$ cat config.mk
export PLATFORM = sky130hd
export DESIGN_NAME = gpio_irq_port
export DESIGN_NICKNAME = d
export VERILOG_FILES = /design/src/rtl/gpio_irq_pkg.sv /design/src/rtl/gpio_irq_sync.sv /design/src/rtl/gpio_irq_ctrl.sv /design/src/rtl/gpio_irq_dp.sv /design/src/rtl/gpio_irq_port.sv
export SDC_FILE = /design/constraint.sdc
export NUM_CORES = 1
export LEC_CHECK = 0
export BUFFER_PORTS_ARGS = -buffer_cell sky130_fd_sc_hd__buf_2
export CAP_MARGIN = 25
export CORE_MARGIN = 1.5
export CORE_UTILIZATION = 55
export DETAILED_ROUTE_END_ITERATION = 8
export GPL_ROUTABILITY_DRIVEN = 0
export HOLD_SLACK_MARGIN = 0.03
export PLACE_DENSITY_LB_ADDON = 0.25
export SLEW_MARGIN = 5
export SYNTH_ARGS = -nofsm -noshare
export SYNTH_HDL_FRONTEND = slang
export SYNTH_HIERARCHICAL = 1
export SYNTH_SLANG_ARGS = --single-unit
$ cat constraint.sdc
create_clock -name clk -period 3.15 [get_ports clk]
set_input_delay 0.4725 -clock clk [delete_from_list [all_inputs] [get_ports clk]]
set_output_delay 0.4725 -clock clk [all_outputs]
set_load 0.02 [all_outputs]
$ cat src/rtl/gpio_irq_pkg.sv
package gpio_irq_pkg;

  typedef enum logic [2:0] {
    SEL_DOUT  = 3'd0,
    SEL_DIR   = 3'd1,
    SEL_PAD   = 3'd2,
    SEL_CFGLO = 3'd3,
    SEL_CFGHI = 3'd4,
    SEL_MASK  = 3'd5,
    SEL_STAT  = 3'd6,
    SEL_BOTH  = 3'd7
  } regSel_e;

  typedef struct packed {
    logic    wrDout;
    logic    wrDir;
    logic    wrCfgLo;
    logic    wrCfgHi;
    logic    wrMask;
    logic    wrStat;
    logic    wrBoth;
    regSel_e rdSel;
  } ctrlStrobe_t;

  localparam logic [1:0] TRIG_LOW  = 2'b00;
  localparam logic [1:0] TRIG_HIGH = 2'b01;
  localparam logic [1:0] TRIG_RISE = 2'b10;
  localparam logic [1:0] TRIG_FALL = 2'b11;

endpackage

$ cat src/rtl/gpio_irq_sync.sv
module gpio_irq_sync #(
  parameter int WIDTH  = 32,
  parameter int STAGES = 2
) (
  input  logic             clk,
  input  logic             rst_n,
  input  logic [WIDTH-1:0] d,
  output logic [WIDTH-1:0] q
);
  logic [WIDTH-1:0] stg [STAGES];

  always_ff @(posedge clk) begin
    if (!rst_n) begin
      for (int i = 0; i < STAGES; i++) stg[i] <= '0;
    end else begin
      stg[0] <= d;
      for (int i = 1; i < STAGES; i++) stg[i] <= stg[i-1];
    end
  end

  assign q = stg[STAGES-1];
endmodule

$ cat src/rtl/gpio_irq_ctrl.sv
module gpio_irq_ctrl
  import gpio_irq_pkg::*;
#(
  parameter int ADDR_W = 3
) (
  input  logic [ADDR_W-1:0] busAddr,
  input  logic              busWe,
  output ctrlStrobe_t       strobe
);
  regSel_e sel;

  assign sel = regSel_e'(busAddr[2:0]);

  always_comb begin
    strobe         = '0;
    strobe.rdSel   = sel;
    strobe.wrDout  = busWe && (sel == SEL_DOUT);
    strobe.wrDir   = busWe && (sel == SEL_DIR);
    strobe.wrCfgLo = busWe && (sel == SEL_CFGLO);
    strobe.wrCfgHi = busWe && (sel == SEL_CFGHI);
    strobe.wrMask  = busWe && (sel == SEL_MASK);
    strobe.wrStat  = busWe && (sel == SEL_STAT);
    strobe.wrBoth  = busWe && (sel == SEL_BOTH);
  end
endmodule

$ cat src/rtl/gpio_irq_dp.sv
module gpio_irq_dp
  import gpio_irq_pkg::*;
#(
  parameter int NUM_PINS    = 32,
  parameter int SYNC_STAGES = 2
) (
  input  logic                clk,
  input  logic                rst_n,
  input  ctrlStrobe_t         strobe,
  input  logic [NUM_PINS-1:0] busWdata,
  output logic [NUM_PINS-1:0] busRdata,
  input  logic [NUM_PINS-1:0] padIn,
  output logic [NUM_PINS-1:0] padOut,
  output logic [NUM_PINS-1:0] padOe,
  output logic [NUM_PINS-1:0] statQ,
  output logic [NUM_PINS-1:0] maskQ,
  output logic [NUM_PINS-1:0] hitV,
  output logic                irqLo,
  output logic                irqHi
);
  localparam int HALF = NUM_PINS / 2;

  logic [NUM_PINS-1:0] doutR, dirR, cfgLoR, cfgHiR, maskR, statR, bothR;
  logic [NUM_PINS-1:0] padSync, padPrev, pend;

  gpio_irq_sync #(.WIDTH(NUM_PINS), .STAGES(SYNC_STAGES)) u_sync (
    .clk  (clk),
    .rst_n(rst_n),
    .d    (padIn),
    .q    (padSync)
  );

  always_ff @(posedge clk) begin
    if (!rst_n) begin
      doutR   <= '0;
      dirR    <= '0;
      cfgLoR  <= '0;
      cfgHiR  <= '0;
      maskR   <= '0;
      bothR   <= '0;
      padPrev <= '0;
    end else begin
      padPrev <= padSync;
      if (strobe.wrDout)  doutR  <= busWdata;
      if (strobe.wrDir)   dirR   <= busWdata;
      if (strobe.wrCfgLo) cfgLoR <= busWdata;
      if (strobe.wrCfgHi) cfgHiR <= busWdata;
      if (strobe.wrMask)  maskR  <= busWdata;
      if (strobe.wrBoth)  bothR  <= busWdata;
    end
  end

  for (genvar g = 0; g < NUM_PINS; g++) begin : g_pin
    logic [1:0] code;
    logic       cur, prv;
    if (g < HALF) begin : g_lo
      assign code = cfgLoR[2*g +: 2];
    end else begin : g_hi
      assign code = cfgHiR[2*(g-HALF) +: 2];
    end
    assign cur = padSync[g];
    assign prv = padPrev[g];
    always_comb begin
      if (bothR[g]) begin
        hitV[g] = cur ^ prv;
      end else begin
        case (code)
          TRIG_LOW:  hitV[g] = ~cur;
          TRIG_HIGH: hitV[g] = cur;
          TRIG_RISE: hitV[g] = cur & ~prv;
          default:   hitV[g] = ~cur & prv;
        endcase
      end
    end
  end

  // Detection wins over a same-cycle clear.
  always_ff @(posedge clk) begin
    if (!rst_n) statR <= '0;
    else        statR <= (statR & ~(strobe.wrStat ? busWdata : '0)) | hitV;
  end

  always_comb begin
    case (strobe.rdSel)
      SEL_DOUT:  busRdata = doutR;
      SEL_DIR:   busRdata = dirR;
      SEL_PAD:   busRdata = padSync;
      SEL_CFGLO: busRdata = cfgLoR;
      SEL_CFGHI: busRdata = cfgHiR;
      SEL_MASK:  busRdata = maskR;
      SEL_STAT:  busRdata = statR;
      default:   busRdata = bothR;
    endcase
  end

  assign pend   = statR & maskR;
  assign irqLo  = |pend[HALF-1:0];
  assign irqHi  = |pend[NUM_PINS-1:HALF];
  assign padOut = doutR;
  assign padOe  = dirR;
  assign statQ  = statR;
  assign maskQ  = maskR;
endmodule

$ cat src/rtl/gpio_irq_port.sv
module gpio_irq_port
  import gpio_irq_pkg::*;
#(
  parameter int NUM_PINS    = 32,
  parameter int ADDR_W      = 3,
  parameter int SYNC_STAGES = 2
) (
  input  logic                clk,
  input  logic                rst_n,
  input  logic [ADDR_W-1:0]   busAddr,
  input  logic                busWe,
  input  logic [NUM_PINS-1:0] busWdata,
  output logic [NUM_PINS-1:0] busRdata,
  input  logic [NUM_PINS-1:0] padIn,
  output logic [NUM_PINS-1:0] padOut,
  output logic [NUM_PINS-1:0] padOe,
  output logic                irqLow,
  output logic                irqHigh,
  output logic                irqAny
);
  ctrlStrobe_t         strobe;
  logic [NUM_PINS-1:0] statQ, maskQ, hitV;

  gpio_irq_ctrl #(.ADDR_W(ADDR_W)) u_ctrl (
    .busAddr(busAddr),
    .busWe  (busWe),
    .strobe (strobe)
  );

  gpio_irq_dp #(.NUM_PINS(NUM_PINS), .SYNC_STAGES(SYNC_STAGES)) u_dp (
    .clk     (clk),
    .rst_n   (rst_n),
    .strobe  (strobe),
    .busWdata(busWdata),
    .busRdata(busRdata),
    .padIn   (padIn),
    .padOut  (padOut),
    .padOe   (padOe),
    .statQ   (statQ),
    .maskQ   (maskQ),
    .hitV    (hitV),
    .irqLo   (irqLow),
    .irqHi   (irqHigh)
  );

  assign irqAny = irqLow | irqHigh;
endmodule

==> results of run 1 <==
## power groups by stage
stage / registers, mW / clock network (mW) / logic (mW)
global placement: 4.40 / 0 / 0.945
detailed placement: 4.40 / 0 / 0.966
global route: 4.33 / 4.34 / 1.05
finish: 4.32 / 4.11 / 0.980
floorplan: 4.36 / 0 / 0.674
CTS: 4.31 / 4.17 / 0.971
## placed cells by master (no fill, tap or decap), types with 9 or more instances in the layout
| cell type | n |
|---|---|
| dfxtp_1 | 320 |
| nor2b_1 | 229 |
| mux2i_1 | 216 |
| buf_2 | 164 |
| inv_1 | 68 |
| ha_1 | 64 |
| and2_2 | 64 |
| nor2_1 | 59 |
| nand2_1 | 55 |
| and2_1 | 53 |
| o21ai_0 | 40 |
| a21boi_0 | 36 |
| clkbuf_16 | 35 |
| buf_4 | 33 |
| o21a_1 | 33 |
| o31ai_1 | 31 |
| a211oi_1 | 24 |
| nand2b_1 | 18 |
| a21oi_1 | 17 |
| a221oi_1 | 16 |
| o22a_1 | 16 |
| o211a_1 | 16 |
| a22oi_1 | 15 |
| o31a_1 | 15 |
| o22ai_1 | 11 |
| a22o_1 | 11 |
| clkbuf_8 | 9 |
| mux2_2 | 9 |
## per-stage QoR
| step | cell area [sq um] | util | instances | hold slack, ns |
|---|---|---|---|---|
| 2_1_floorplan | 16000 | - | 1631 | 0.420 |
| 3_3_place_gp | 17000 | 0.591 | 2085 | 0.427 |
| 3_5_place_dp | 17000 | 0.591 | 2085 | 0.430 |
| 4_1_cts | 18100 | 0.631 | 2143 | 0.158 |
| 5_1_grt | 18100 | 0.631 | 2144 | 0.166 |
| 6_report | 18100 | 0.631 | 2144 | 0.170 |
## worst max-delay path by stage
stage,cells after the start,slack [ns],startpoint,endpoint
after floorplan,7,0.86,busAddr[1],busRdata[12]
after detailed placement,6,0.23,busAddr[1],busRdata[17]
after global routing,7,0.31,busAddr[1],busRdata[1]
after global placement,6,0.29,busAddr[1],busRdata[9]
after CTS,6,0.23,busAddr[1],busRdata[17]
final,5,0.40,u_dp/statQ[21]$_SDFF_PN0_,irqAny
## metal layers
layer | wire length [um] | share of wire | GRT usage
met5 | 72 | 0.0016 | 0.0144
met1 | 19300 | 0.44 | 0.391
met4 | 1520 | 0.034 | 0.107
met2 | 19400 | 0.44 | 0.444
met3 | 3660 | 0.083 | 0.0537
## cell type report
cell class / count / area (sq um)
clock buffer: 49 / 1020
fill: 2383 / 10600
multi-input combinational: 1110 / 8620
sequential: 320 / 6410
timing repair buffer: 204 / 1200
inverter: 68 / 255
tap: 384 / 480
clock inverter: 9 / 124
## worst reg2reg max path, stage by stage, from the launching register on
cell and delay [ns]:
dfxtp_1 0.48, inv_1 0.09, ha_1 0.20, and2_1 0.14
o21ai_0 0.18, o31ai_1 0.12, o31a_1 0.29
==> summary.md, run 1 <==
| Metric | Value |
|---|---|
| Worst hold path type | primary input to flop |
| Fin. Hold Viols | 0 |
| Slowest Stage Delay on Critical Path | between 0.3 and 0.4 ns |
| CP bufs+invs | 1 |
| DR pass1 iterations | 5 |
| Sink Count | between 300 and 400 |
| Syn nets | around 1800 |
| Outcome | completed |
| # hold bufs at CTS | 0 |
| Mapped cell area | ~0.016 sq mm |
| Die height | 174 um |
| Max IR drop VDD | roughly 0.00037 V |
| TritonCTS clock tree | done |
| Post-CTS setup buffers | 0 |
| Crit-path cells | a22o_1, a221oi_1, nand4_1, or2_1, buf_2 |
| Setup TNS | 0 ns |
| Pwr/cell area | 520 mW/mm^2 |
| Avg Synthesized Cell Area | approximately 9.8 sq um |
| Flop pwr share | 0.459 |
| Dpl hpwl | roughly 30000 um |
| Clock latency at the later pin of the worst-skew pair | 0.52 ns |
| Num CTS Buffers | 35 |
| Final min period | 2.75 ns |
| Hold Path Cell Cnt | 2 |
| Tot Pwr | between 9 and 10 mW |
| DIE WIDTH | around 170 um |
| Worst Tran Pin Value | ~0.60 ns |
| First-pass GRT wire length | roughly 67000 um |
| Critical Path AT | between 2 and 2.5 ns |
| Dpl ws | between 0.2 and 0.25 ns |
| WL/cell | approximately 20 um |
| Sw power | between 2 and 2.5 mW |
| Port Buffers | between 150 and 200 |
| RSZ-0062 raised after global routing | no |
| DRT antenna net count | 0 |
| Cell Rows | between 60 and 70 |
| Syn-to-layout area delta | 12.8% |
| Most flops, register | u_dp/u_sync/stg |
| Clk network pwr share | 0.437 |
| Critical Path RT | 2.68 ns |
| Die area | 0.0302 sq mm |
| Slowest cell on crit path | a221oi_1 |
| Initial Util | 0.559 |
| Vias in the first global route | between 10000 and 15000 |
| Post-Syn Instances | between 1500 and 2000 |
| Largest net degree at the start of global routing | 108 |
| Post-cts sizing count | 0 |
| Worst slew margin | 0.598 |
| Hold endpoint | u_dp/u_sync/stg[0][1]$_SDFF_PN0_ |
| Synth warn | 6 |
| Post-route DRC | 0 |
| Startpoint class of the critical path | flop |
| Antenna cells | 0 |
| P_leak | 6.98 nW |
| Crit path max-delay family | simple AND/OR/NAND/NOR gates |
| CORE AREA | 0.0287 sq mm |
| Clk buf depth | 3 |
| GRT Residual Overflow | 0 |
| Fin. max-slew vios | 0 |
| Hold Startpoint | padIn[1] |
| Worst r2r src | u_dp/u_sync/stg[0][50]$_SDFF_PN0_ |
| Clock Skews | about 0.022 ns |
| Total GRT Usage | 0.285 |
| Starting DRT DRC Count | approximately 1100 |
| Upper clock frequency limit | 0.363 GHz |
| MaxCap Viol Count | 0 |
| Number of flip-flops in the largest register | 64 |
| Final layout net count | between 1500 and 2000 |
| H-tree depth | 2 |
| Worst Path Max Fanout | 3 |
| Period utilization | 0.874 |
| Crit Path Class | flop to primary output |
| P_int | 7.10 mW |
| Sw Share | 0.246 |
| Top-Level Pins | 169 |
| Post-route setup slack | 0.398 ns |
| Fraction of layout cells with a size suffix above 1 | 0.202 |
| Reg2Reg Depth | 6 |
| Worst reg2reg setup slack | between 1.5 and 2 ns |
| Gate power share | 0.104 |
| Setup violations, final | 0 |
| DR vias | roughly 12000 |
| CP endpoint kind | primary output |
| Drt total wl | roughly 44000 um |
| FF-to-FF End | u_dp/statQ[18]$_SDFF_PN0_ |
| Vias per cell | 5.77 |
| Root buffer cell | clkbuf_16 |
| Clock Pin Slew Worst Setup and Hold Paths | 0.06 ns |
| Initial antenna violation count | 1 |
Note: power is estimated with default switching activity, not from simulation.
==> run 2, diff against run 1 <==
--- a/config.mk
+++ b/config.mk
@@ -8,10 +8,9 @@
 export BUFFER_PORTS_ARGS = -buffer_cell sky130_fd_sc_hd__buf_2
 export CAP_MARGIN = 25
 export CORE_MARGIN = 1.5
-export CORE_UTILIZATION = 55
+export CORE_UTILIZATION = 30
 export DETAILED_ROUTE_END_ITERATION = 8
 export GPL_ROUTABILITY_DRIVEN = 0
-export HOLD_SLACK_MARGIN = 0.03
 export PLACE_DENSITY_LB_ADDON = 0.25
 export SLEW_MARGIN = 5
 export SYNTH_ARGS = -nofsm -noshare
==> run 2 against run 1 <==
  * The run now ends with design-rule violations left
  * Sequential power hardly changed
  * Worst setup slack worse by 0.19 ns
  * Non-clock buffer count is 9 higher
  * Cell count is 15% higher
  * Clock skew is 0.0062 ns lower
  * First-iteration DRC count is 29% lower
  * Utilization is 28 points lower
  * Sequential share of layout area is 1.1 points lower
  * Global-route usage is 9.7 points lower
  * Power is 4.6% higher
  * Design area is 3.3% higher
  * Register-to-register slack better by 0.07 ns
  * Critical path type unchanged
  * Largest power group is now clock
==> summary.md, run 2 (synthesized netlist as in run 1, its figures left out) <==
| Metric | Value |
|---|---|
| DR vias | 12172 (-1.6%) |
| TritonCTS clock tree | done |
| Number of flip-flops in the largest register | 64 (unchanged) |
| Clock Skews | 0.0161 ns (-0.00620 ns) |
| Crit Path Class | flop to primary output |
| Final instance area | 0.0187 sq mm (+3.3%) |
| Final min period | 2.95 ns (+0.194 ns) |
| Dpl hpwl | 36800 um (+22%) |
| Starting DRT DRC Count | 777 (-29%) |
| Port Buffers | 168 (unchanged) |
| Upper clock frequency limit | 0.340 GHz (-6.6%) |
| Most flops, register | u_dp/u_sync/stg |
| Worst path depth | 5 (unchanged) |
| Fraction of layout cells with a size suffix above 1 | 0.209 (+0.00684) |
| Worst reg2reg setup slack | 1.61 ns (+0.07 ns) |
| Post-route DRC | 18 (+18) |
| Most common cell after layout, fill and taps aside | dfxtp_1 |
| Die height | 234 um (+35%) |
| Worst Path Max Fanout | 3 (unchanged) |
| Startpoint class of the critical path | flop |
| Slowest cell on crit path | nand4_1 |
| Worst hold path type | primary input to flop |
| Period utilization | 0.935 (+0.0616) |
| Hold slack | 0.144 ns (-0.0259 ns) |
| Violated checks | design-rule violations |
| DIE WIDTH | 234 um (+35%) |
| Setup violations, final | 0 (unchanged) |
| DRT antenna net count | 0 (unchanged) |
| GRT Residual Overflow | 0 (unchanged) |
| WL/cell | 21.1 um (+3.0%) |
| Die area | 0.0549 sq mm (+82%) |
| Tot Pwr | 9.84 mW (+4.6%) |
| Critical Path AT | 2.47 ns (+0.19 ns) |
| Worst slew margin | 0.352 (-0.247) |
| Crit path max-delay family | simple AND/OR/NAND/NOR gates |
| Worst r2r src | u_dp/u_sync/stg[0][50]$_SDFF_PN0_ |
| Drt total wl | 52100 um (+19%) |
| CORE AREA | 0.0528 sq mm (+84%) |
| Post-CTS setup buffers | 0 (unchanged) |
| First-pass GRT wire length | 77200 um (+15%) |
| H-tree depth | 2 (unchanged) |
| Critical Path RT | 2.68 ns (about the same) |
| Fin. max-slew vios | 0 (unchanged) |
| Initial Util | 0.304 (-0.255) |
| Pwr/cell area | 526 mW/mm^2 (+1.3%) |
| Filler Cell Count | 5397 (+130%) |
| Clk network pwr share | 0.456 (+0.019) |
| RSZ-0062 raised after global routing | no |
| CP bufs+invs | 1 (unchanged) |
| P_int | 7.30 mW (+2.8%) |
| Final layout net count | 1886 (+0.69%) |
| Critical path endpoint | irqAny |
| Syn-to-layout area delta | 16.5% |
| Gate power share | 0.104 (about the same) |
| Top-Level Pins | 169 (unchanged) |
| Vias in the first global route | 11923 (+1.9%) |
| Vias per cell | 4.93 (-14%) |
| Total GRT Usage | 0.188 (-0.0969) |
| Post-cts sizing count | 0 (unchanged) |
| Cell Rows | 84 (+35%) |
| Placed Instance Area | 0.0174 sq mm (+2.8%) |
| Sw power | 2.54 mW (+10%) |
| Flop pwr share | 0.439 (-0.020) |
| Num CTS Buffers | 39 (+11%) |
| Setup TNS | 0 ns (unchanged) |
| Initial antenna violation count | 1 (unchanged) |
| MaxCap Viol Count | 0 (unchanged) |
| Sink Count | 320 (unchanged) |
| Reg2Reg Depth | 6 (unchanged) |
| Clock Pin Slew Worst Setup and Hold Paths | 0.06 ns (about the same) |
| Most frequent cells in the layout | 320 x dfxtp_1, 229 x nor2b_1, 216 x mux2i_1 |
| Largest net degree at the start of global routing | 93 (-14%) |
| Crit-path cells | a22o_1, a221oi_1, nand4_1, or2_1, buf_2 |
| # hold bufs at CTS | 0 (unchanged) |
| Worst Tran Pin Value | 0.969 ns (+0.366 ns) |
| Fin. Hold Viols | 0 (unchanged) |
| P_leak | 7.10 nW (+1.8%) |
| Outcome | finished, violations left |
| FF-to-FF End | u_dp/statQ[18]$_SDFF_PN0_ |
| Crit path from | u_dp/statQ[26]$_SDFF_PN0_ |
| Clock latency at the later pin of the worst-skew pair | 0.55 ns (+0.03 ns) |
| Sw Share | 0.258 (+0.0129) |
| Slowest Stage Delay on Critical Path | 0.43 ns (+0.05 ns) |
| Root buffer cell | clkbuf_16 |
| DR pass1 iterations | 7 (+2) |
| Max IR drop VDD | 0.000284 V (-22%) |
| Clk buf depth | 3 (unchanged) |
| CP endpoint kind | primary output |
## run 2: cell count changes in the layout (fill, tap and decap cells not counted), sizes merged
cell	previous run	this run
buf	204	212
bufinv	3	2
clkbuf	49	56
clkinv	5	11
diode	0	1
inv	69	68
## run 2: power by group through the flow
stage | logic [mW] | registers (mW) | clock network (mW)
2_1_floorplan | 0.674 | 4.36 | 0
3_3_place_gp | 1.01 | 4.41 | 0
3_5_place_dp | 1.03 | 4.41 | 0
4_1_cts | 1.03 | 4.32 | 4.60
5_1_grt | 1.11 | 4.34 | 4.75
6_report | 1.03 | 4.32 | 4.49
## run 2: per-stage QoR
step                       util  std cells  worst slack [ns]
after floorplan               -       1631             0.855
after global placement    0.331       2399             0.370
after detailed placement  0.331       2399             0.293
after CTS                 0.354       2467             0.255
after global routing      0.354       2467             0.150
final                     0.354       2468             0.205
## run 2: area by class of cell
| class | instances | area (sq um) | share of cell area |
|---|---|---|---|
| inverters | 68 | 255 | 0.0137 |
| well taps | 688 | 861 | 0.0460 |
| diodes | 1 | 2.50 | 0.000134 |
| clock inverters | 13 | 119 | 0.00636 |
| flip-flops and latches | 320 | 6410 | 0.343 |
| multi-input cells | 1110 | 8620 | 0.461 |
| clock buffers | 55 | 1140 | 0.0609 |
| repair buffers | 213 | 1290 | 0.0693 |
## run 2: worst min path at each step
stage,startpoint,endpoint,slack (ns),cells after the start
floorplan,u_dp/u_sync/stg[0][30]$_SDFF_PN0_,u_dp/u_sync/stg[0][62]$_SDFF_PN0_,0.42,1
global route,padIn[29],u_dp/u_sync/stg[0][29]$_SDFF_PN0_,0.14,2
global placement,u_dp/u_sync/stg[0][30]$_SDFF_PN0_,u_dp/u_sync/stg[0][62]$_SDFF_PN0_,0.43,1
CTS,padIn[7],u_dp/u_sync/stg[0][7]$_SDFF_PN0_,0.11,2
finish,padIn[30],u_dp/u_sync/stg[0][30]$_SDFF_PN0_,0.14,2
detailed placement,u_dp/u_sync/stg[0][30]$_SDFF_PN0_,u_dp/u_sync/stg[0][62]$_SDFF_PN0_,0.43,1
## run 2: per-layer routing
metal,GRT usage,share of wire,vias up
li1,-,-,5853
met1,0.259,0.47,5966
met2,0.301,0.46,280
met3,0.0281,0.050,73
met4,0.0589,0.025,0
met5,0,0,-
